**src/rtl/rs_pkg.sv**
```systemverilog
package rs_pkg;

    localparam int RELOAD_W    = 7;
    localparam int SYNC_STAGES = 2;

    // Bit positions of the two wires inside a line vector
    localparam int LINE_SDA = 0;
    localparam int LINE_SCL = 1;
    localparam int N_LINES  = 2;

    typedef enum logic [2:0] {
        ST_IDLE,
        ST_RISE,     // SDA released, SCL held low, counting
        ST_SCLWAIT,  // SCL released, waiting for its rising edge
        ST_SETUP,    // both high, counting, watching SCL
        ST_HOLD      // SDA driven low, counting until SCL is pulled
    } rs_state_e;

    typedef enum logic {
        COLL_RIVAL_ZERO = 1'b0,
        COLL_RIVAL_ONE  = 1'b1
    } rs_coll_e;

    typedef struct packed {
        logic scl_low;
        logic sda_low;
    } rs_drive_t;

    function automatic logic phase_expired(input logic tick, input logic [RELOAD_W-1:0] cnt);
        return tick && (cnt == '0);
    endfunction

endpackage

```
**src/rtl/rs_line_sync.sv**
```systemverilog
module rs_line_sync #(
    parameter int STAGES = rs_pkg::SYNC_STAGES,
    parameter int LINES  = rs_pkg::N_LINES,
    parameter int EDGE_LINE = rs_pkg::LINE_SCL
) (
    input  logic             clk,
    input  logic             rst,
    input  logic [LINES-1:0] raw,
    output logic [LINES-1:0] level,
    output logic             edge_rose,
    output logic             edge_fell
);
    localparam int LAST = STAGES - 1;

    for (genvar g = 0; g < LINES; g++) begin : g_line
        logic [STAGES-1:0] chain;
        always_ff @(posedge clk) begin
            if (rst) chain <= '1;
            else     chain <= {chain[STAGES-2:0], raw[g]};
        end
        assign level[g] = chain[LAST];
    end

    logic prev_q;
    always_ff @(posedge clk) begin
        if (rst) prev_q <= 1'b1;
        else     prev_q <= level[EDGE_LINE];
    end

    assign edge_rose = ~prev_q & level[EDGE_LINE];
    assign edge_fell = prev_q & ~level[EDGE_LINE];
endmodule

```
**src/rtl/rs_baud_cnt.sv**
```systemverilog
module rs_baud_cnt #(
    parameter int W = rs_pkg::RELOAD_W
) (
    input  logic         clk,
    input  logic         rst,
    input  logic         load,
    input  logic [W-1:0] load_val,
    input  logic         tick,
    output logic         expire
);
    logic [W-1:0] cnt_q;

    always_ff @(posedge clk) begin
        if (rst)                       cnt_q <= '0;
        else if (load)                 cnt_q <= load_val;
        else if (tick && cnt_q != '0)  cnt_q <= cnt_q - 1'b1;
    end

    assign expire = rs_pkg::phase_expired(tick, cnt_q);
endmodule

```
**src/rtl/rs_seq_fsm.sv**
```systemverilog
module rs_seq_fsm
    import rs_pkg::*;
(
    input  logic      clk,
    input  logic      rst,
    input  logic      req,
    input  logic      expire,
    input  logic      scl_s,
    input  logic      sda_s,
    input  logic      scl_rose,
    input  logic      scl_fell,
    input  logic      coll_clr,
    output logic      load,
    output rs_drive_t drv,
    output logic      busy,
    output logic      done,
    output logic      coll,
    output rs_coll_e  kind
);
    rs_state_e state_q, state_n;
    rs_drive_t drv_q, drv_n;
    rs_coll_e  kind_q, kind_n;
    logic      done_q, done_n;
    logic      coll_q, coll_evt;

    always_comb begin
        state_n  = state_q;
        drv_n    = drv_q;
        kind_n   = kind_q;
        done_n   = 1'b0;
        coll_evt = 1'b0;
        load     = 1'b0;
        unique case (state_q)
            ST_IDLE: begin
                if (req) begin
                    state_n       = ST_RISE;
                    drv_n.sda_low = 1'b0;
                    drv_n.scl_low = 1'b1;
                    load          = 1'b1;
                end
            end
            ST_RISE: begin
                if (expire) begin
                    drv_n.scl_low = 1'b0;
                    state_n       = ST_SCLWAIT;
                end
            end
            ST_SCLWAIT: begin
                if (scl_rose) begin
                    if (!sda_s) begin
                        coll_evt = 1'b1;
                        kind_n   = COLL_RIVAL_ZERO;
                    end else begin
                        load    = 1'b1;
                        state_n = ST_SETUP;
                    end
                end
            end
            ST_SETUP: begin
                if (scl_fell && !drv_q.sda_low) begin
                    coll_evt = 1'b1;
                    kind_n   = COLL_RIVAL_ONE;
                end else if (expire) begin
                    if (!scl_s) begin
                        coll_evt = 1'b1;
                        kind_n   = COLL_RIVAL_ONE;
                    end else begin
                        drv_n.sda_low = 1'b1;
                        load          = 1'b1;
                        state_n       = ST_HOLD;
                    end
                end
            end
            ST_HOLD: begin
                if (expire) begin
                    drv_n.scl_low = 1'b1;
                    done_n        = 1'b1;
                    state_n       = ST_IDLE;
                end
            end
            default: state_n = ST_IDLE;
        endcase
        if (coll_evt) begin
            drv_n   = '0;
            state_n = ST_IDLE;
            load    = 1'b0;
        end
    end

    always_ff @(posedge clk) begin
        if (rst) begin
            state_q <= ST_IDLE;
            drv_q   <= '0;
            kind_q  <= COLL_RIVAL_ZERO;
            done_q  <= 1'b0;
            coll_q  <= 1'b0;
        end else begin
            state_q <= state_n;
            drv_q   <= drv_n;
            kind_q  <= kind_n;
            done_q  <= done_n;
            if (coll_evt)      coll_q <= 1'b1;
            else if (coll_clr) coll_q <= 1'b0;
        end
    end

    assign drv  = drv_q;
    assign busy = (state_q != ST_IDLE);
    assign done = done_q;
    assign coll = coll_q;
    assign kind = kind_q;
endmodule

```
**src/rtl/i2c_rstart_gen.sv**
```systemverilog
module i2c_rstart_gen
    import rs_pkg::*;
#(
    parameter int RW = RELOAD_W
) (
    input  logic          clk,
    input  logic          rst,
    input  logic          req,
    input  logic [RW-1:0] reload,
    input  logic          baud_tick,
    input  logic          scl_in,
    input  logic          sda_in,
    input  logic          coll_clr,
    output logic          scl_drive_low,
    output logic          sda_drive_low,
    output logic          busy,
    output logic          done,
    output logic          collision,
    output logic          coll_kind
);
    logic [N_LINES-1:0] raw_lines, sync_lines;
    logic               scl_rose, scl_fell;
    logic               cnt_load, cnt_expire;
    rs_drive_t          drv;
    rs_coll_e           kind;

    always_comb begin
        raw_lines           = '0;
        raw_lines[LINE_SCL] = scl_in;
        raw_lines[LINE_SDA] = sda_in;
    end

    rs_line_sync #(
        .STAGES    (SYNC_STAGES),
        .LINES     (N_LINES),
        .EDGE_LINE (LINE_SCL)
    ) u_sync (
        .clk       (clk),
        .rst       (rst),
        .raw       (raw_lines),
        .level     (sync_lines),
        .edge_rose (scl_rose),
        .edge_fell (scl_fell)
    );

    rs_baud_cnt #(.W(RW)) u_cnt (
        .clk      (clk),
        .rst      (rst),
        .load     (cnt_load),
        .load_val (reload),
        .tick     (baud_tick),
        .expire   (cnt_expire)
    );

    rs_seq_fsm u_fsm (
        .clk      (clk),
        .rst      (rst),
        .req      (req),
        .expire   (cnt_expire),
        .scl_s    (sync_lines[LINE_SCL]),
        .sda_s    (sync_lines[LINE_SDA]),
        .scl_rose (scl_rose),
        .scl_fell (scl_fell),
        .coll_clr (coll_clr),
        .load     (cnt_load),
        .drv      (drv),
        .busy     (busy),
        .done     (done),
        .coll     (collision),
        .kind     (kind)
    );

    assign scl_drive_low = drv.scl_low;
    assign sda_drive_low = drv.sda_low;
    assign coll_kind     = kind;
endmodule

```
**config.mk**
```make
export PLATFORM = sky130hd
export DESIGN_NAME = i2c_rstart_gen
export DESIGN_NICKNAME = d
export VERILOG_FILES = /design/src/rtl/rs_pkg.sv /design/src/rtl/rs_line_sync.sv /design/src/rtl/rs_baud_cnt.sv /design/src/rtl/rs_seq_fsm.sv /design/src/rtl/i2c_rstart_gen.sv
export SDC_FILE = /design/constraint.sdc
export NUM_CORES = 1
export LEC_CHECK = 0
export BUFFER_PORTS_ARGS = -buffer_cell sky130_fd_sc_hd__buf_2
export CAP_MARGIN = 25
export CORE_AREA = 4 4 61 49
export CTS_BUF_LIST = sky130_fd_sc_hd__clkbuf_2
export DETAILED_ROUTE_END_ITERATION = 10
export DIE_AREA = 0 0 65 53
export GPL_ROUTABILITY_DRIVEN = 0
export PLACE_DENSITY = 0.74
export SLEW_MARGIN = 20
export SYNTH_ARGS = -nofsm -noshare
export SYNTH_HDL_FRONTEND = slang
export SYNTH_SLANG_ARGS = --single-unit
```
**constraint.sdc**
```tcl
create_clock -name clk -period 2.3 [get_ports clk]
set_clock_uncertainty 0.15 [all_clocks]
set_input_delay 0.46 -clock clk [delete_from_list [all_inputs] [get_ports clk]]
set_output_delay 0.46 -clock clk [all_outputs]
set_load 0.01 [all_outputs]
```
==> flow_results.org <==
** Timing
- In the final timing run, aggregate negative setup slack is 0 ps.
- Setup violations remaining at the end of the flow were counted as 0.
- Worst slew pin tran :: 617 ps
- Worst-case headroom to the max-slew limit :: 0.585
- The number of hold violations in the final report is 0.
- Post-route minimum period :: 2010 ps
- Worst hold slack after final layout :: 149 ps
- In the finished design, the share of the clock period the worst path needs comes to 0.872.
- Achievable frequency :: 499 MHz
- Setup repair after global routing left no endpoint under its margin.
- The final-report max-slew violation count came to 0.

** Global routing
- Vias in the first global route :: 834
- Largest net degree at the start of global routing :: 16
- Antenna violations before repair :: 0
- Across every metal layer, demand over resource in global routing totals 0.157.
- Overall overflow remaining after global route :: 0
- The first global-routing pass estimated 4.06 mm of wire.

** Critical path
- The worst setup path is launched from a flip-flop.
- Slowest cell on the critical path :: sky130_fd_sc_hd__o31ai_1
- Data on the critical path arrives at its endpoint at 2070 ps.
- Largest delay share family, worst path :: compound AO/OA/AOI/OAI gates
- CP Buf/Inv Count :: 1
- STA classifies the critical path endpoint as a flip-flop.
- Largest fanout of any net on the critical path :: 5
- STA puts the critical path data required time at 2370 ps.
- Worst-path cell chain :: inv_1, ha_1, nor3b_1, a32oi_1, o31ai_1, nor2_1
- Worst Path Class, Setup :: flip-flop to flip-flop
- Maximum cell stage delay along the critical path :: 540 ps

** Synthesis
- Counting every instance in the synthesized netlist gives 121.
- Number of enable flip-flop cells after synthesis :: 0
- Among all flip-flop cells after synthesis, the most frequent one is sky130_fd_sc_hd__dfxtp_1.
- Of the synthesized area, sequential elements account for 0.380.
- The Yosys step of the flow raised 0 warnings.
- Syn nets :: 137
- Proportion of synthesized flip-flops having asynchronous set or reset :: 0
- Synthesis instantiated 40 different standard cells from the library.
- Mapped cell area :: 1050 µm²
- Counting flops and latches in the post-synthesis netlist gives 20.
- After synthesis, the mean cell area works out to 8.70 µm².

** Outcome
- Run status :: finished, final reports clean

** Power and ir drop
- Leakage :: 0.462 nW
- Power density over the cells :: 639 nW/µm²
- Overall power consumption after layout is estimated at 0.756 mW.
- IR analysis of the VDD net gives a maximum drop of 0.283 mV.

** Flow run
- Number of violations of the max-capacitance limit :: 0

** Drt
- Total vias in the final route :: 976
- Routed wirelength normalized by instance count :: 13.8 µm
- Summed over all nets, wire length on met3 after detailed routing comes to 181 µm.
- Vias per Instance :: 5.61
- Drt total wl :: 2.40 mm
- Detailed-route wire length on metal 1 :: 1.12 mm
- TritonRoute pass-1 iters :: 4
- First DRT Iteration DRCs :: 37
- The count of nets left with antenna violations once routing finished came out at 0.
- In the detailed route, the total length drawn on met2 is 1.07 mm.
- In the routed design, unresolved DRC markers number 0.
- Top sig layer :: met4

** Layout
- Relative to the synthesized area, the layout overhead comes to 12.5%.
- Most common cell after layout, fill and taps aside :: sky130_fd_sc_hd__dfxtp_1
- Layout cells sized above 1 :: 0.225
- Count of inserted antenna diode cells :: 0
- The final layout contains 155 nets.
- Summed area of non-filler cells in the final layout :: 1180 µm²
- The top cell types in the final layout, fill and taps aside, are sky130_fd_sc_hd__dfxtp_1, sky130_fd_sc_hd__buf_2, sky130_fd_sc_hd__a21oi_1.

** Clock network
- Clock input transition at the sequential cells of the worst setup and hold paths :: 190 ps
- Count of hold-fix buffers inserted at cts :: 0
- Cell at the root of the clock tree :: sky130_fd_sc_hd__clkbuf_2
- Post-CTS sizing :: 0
- The clock passes through at most 2 buffers.
- Clock latency on the worst-skew pair, taken at its later pin, is 320 ps.
- Number of setup buffers added after CTS :: 0
- Number of CTS-inserted buffers :: 3
- CTS tree :: done
- The tree built by TritonCTS fans out to 20 sinks.
- CTS built an H-tree with a depth of 1.

** Placement
- Once placement finished, the instance area stood at 1160 µm².
- Summed over all nets, the half-perimeter wirelength after detailed placement is 1.69 mm.
- In this run the tool buffered the top-level ports with 19 buffer cells.

** Die
- Standard cell core area :: 2460 µm²
- The initialized floorplan defines 16 standard-cell rows.
- Full die area :: 3450 µm²
- In this run the vertical extent of the chip is 53 µm.
- Die Span X :: 65 µm
- Initial Utilization :: 0.427
- Boundary pin count :: 20

** Worst hold path
- The path class of the tightest hold or removal check is input port to flip-flop.
==> Yosys cell counts (3+ instances only) <==
cell | n | share of area
sky130_fd_sc_hd__a21oi_1 | 15 | 0.071
sky130_fd_sc_hd__a311oi_1 | 5 | 0.042
sky130_fd_sc_hd__a32oi_1 | 3 | 0.025
sky130_fd_sc_hd__clkbuf_1 | 6 | 0.021
sky130_fd_sc_hd__dfxtp_1 | 20 | 0.38
sky130_fd_sc_hd__inv_1 | 6 | 0.021
sky130_fd_sc_hd__nand2_1 | 3 | 0.011
sky130_fd_sc_hd__nand4_1 | 3 | 0.018
sky130_fd_sc_hd__nor2_1 | 6 | 0.021
sky130_fd_sc_hd__nor3_1 | 6 | 0.029
sky130_fd_sc_hd__nor3b_1 | 3 | 0.021
sky130_fd_sc_hd__o21ai_0 | 3 | 0.014
sky130_fd_sc_hd__or2_2 | 5 | 0.030
sky130_fd_sc_hd__or3_1 | 3 | 0.018
==> per-stage QoR <==
| step | util | setup slack, ps | instances |
|---|---|---|---|
| after CTS | 0.481 | 274 | 174 |
| after global routing | 0.481 | 19.7 | 174 |
| after global placement | 0.473 | 323 | 170 |
| final | 0.481 | 294 | 174 |
| after floorplan | - | 472 | 121 |
| after detailed placement | 0.473 | 306 | 170 |
==> cell families (layout without fill, tap and decap cells) <==
logic type | count (synthesis) | count (layout) | synth area share
flops | 20 | 20 | 0.380
compound gates | 39 | 39 | 0.246
mux | 2 | 2 | 0.0190
buf+inv | 15 | 32 | 0.0690
fa+ha+maj | 2 | 2 | 0.0238
xor+xnor | 1 | 1 | 0.00832
simple gates | 42 | 42 | 0.253
==> state kept, by name (all words and copies together), names as in the netlist <==
signal,count
u_fsm.state_q,3
u_fsm.drv,2
u_fsm.kind,1
u_sync.prev_q,1
u_fsm.coll,1
u_cnt.cnt_q,7
u_sync.g_line.chain,4
u_fsm.done,1
==> final timing paths <==
check	slack, ps	startpoint	depth (start not counted)	to
setup reg to reg	290	u_cnt.cnt_q[1]$_SDFFE_PP0P_	6	u_fsm.drv[0]$_SDFFE_PP0P_
setup / recovery	290	u_cnt.cnt_q[1]$_SDFFE_PP0P_	6	u_fsm.drv[0]$_SDFFE_PP0P_
hold / removal	150	scl_in	2	u_sync.g_line[1].chain[0]$_SDFF_PP1_
hold reg to reg	280	u_sync.g_line[1].chain[0]$_SDFF_PP1_	1	u_sync.g_line[1].chain[1]$_SDFF_PP1_
==> per-layer routing <==
layer  vias up  GRT usage
met5         -          0
met4         0     0.0596
li1        494          -
met2        35      0.212
met3         4     0.0616
met1       443      0.220
==> layout make-up <==
type	count	area (µm²)
timing repair buffer	22	118
sequential	20	400
fill	249	1280
multi-input combinational	86	579
clock buffer	3	15.0
clock inverter	1	3.75
tap	36	45.0
inverter	6	22.5
==> power breakdown <==
| part | internal (mW) | leakage [nW] | total (mW) | switching (mW) |
|---|---|---|---|---|
| clock | 0.0378 | 0.0140 | 0.148 | 0.110 |
| sequential | 0.373 | 0.165 | 0.404 | 0.0306 |
| combinational | 0.0948 | 0.283 | 0.205 | 0.110 |
| total | 0.506 | 0.462 | 0.756 | 0.251 |
(Power assumes the default switching activity.)
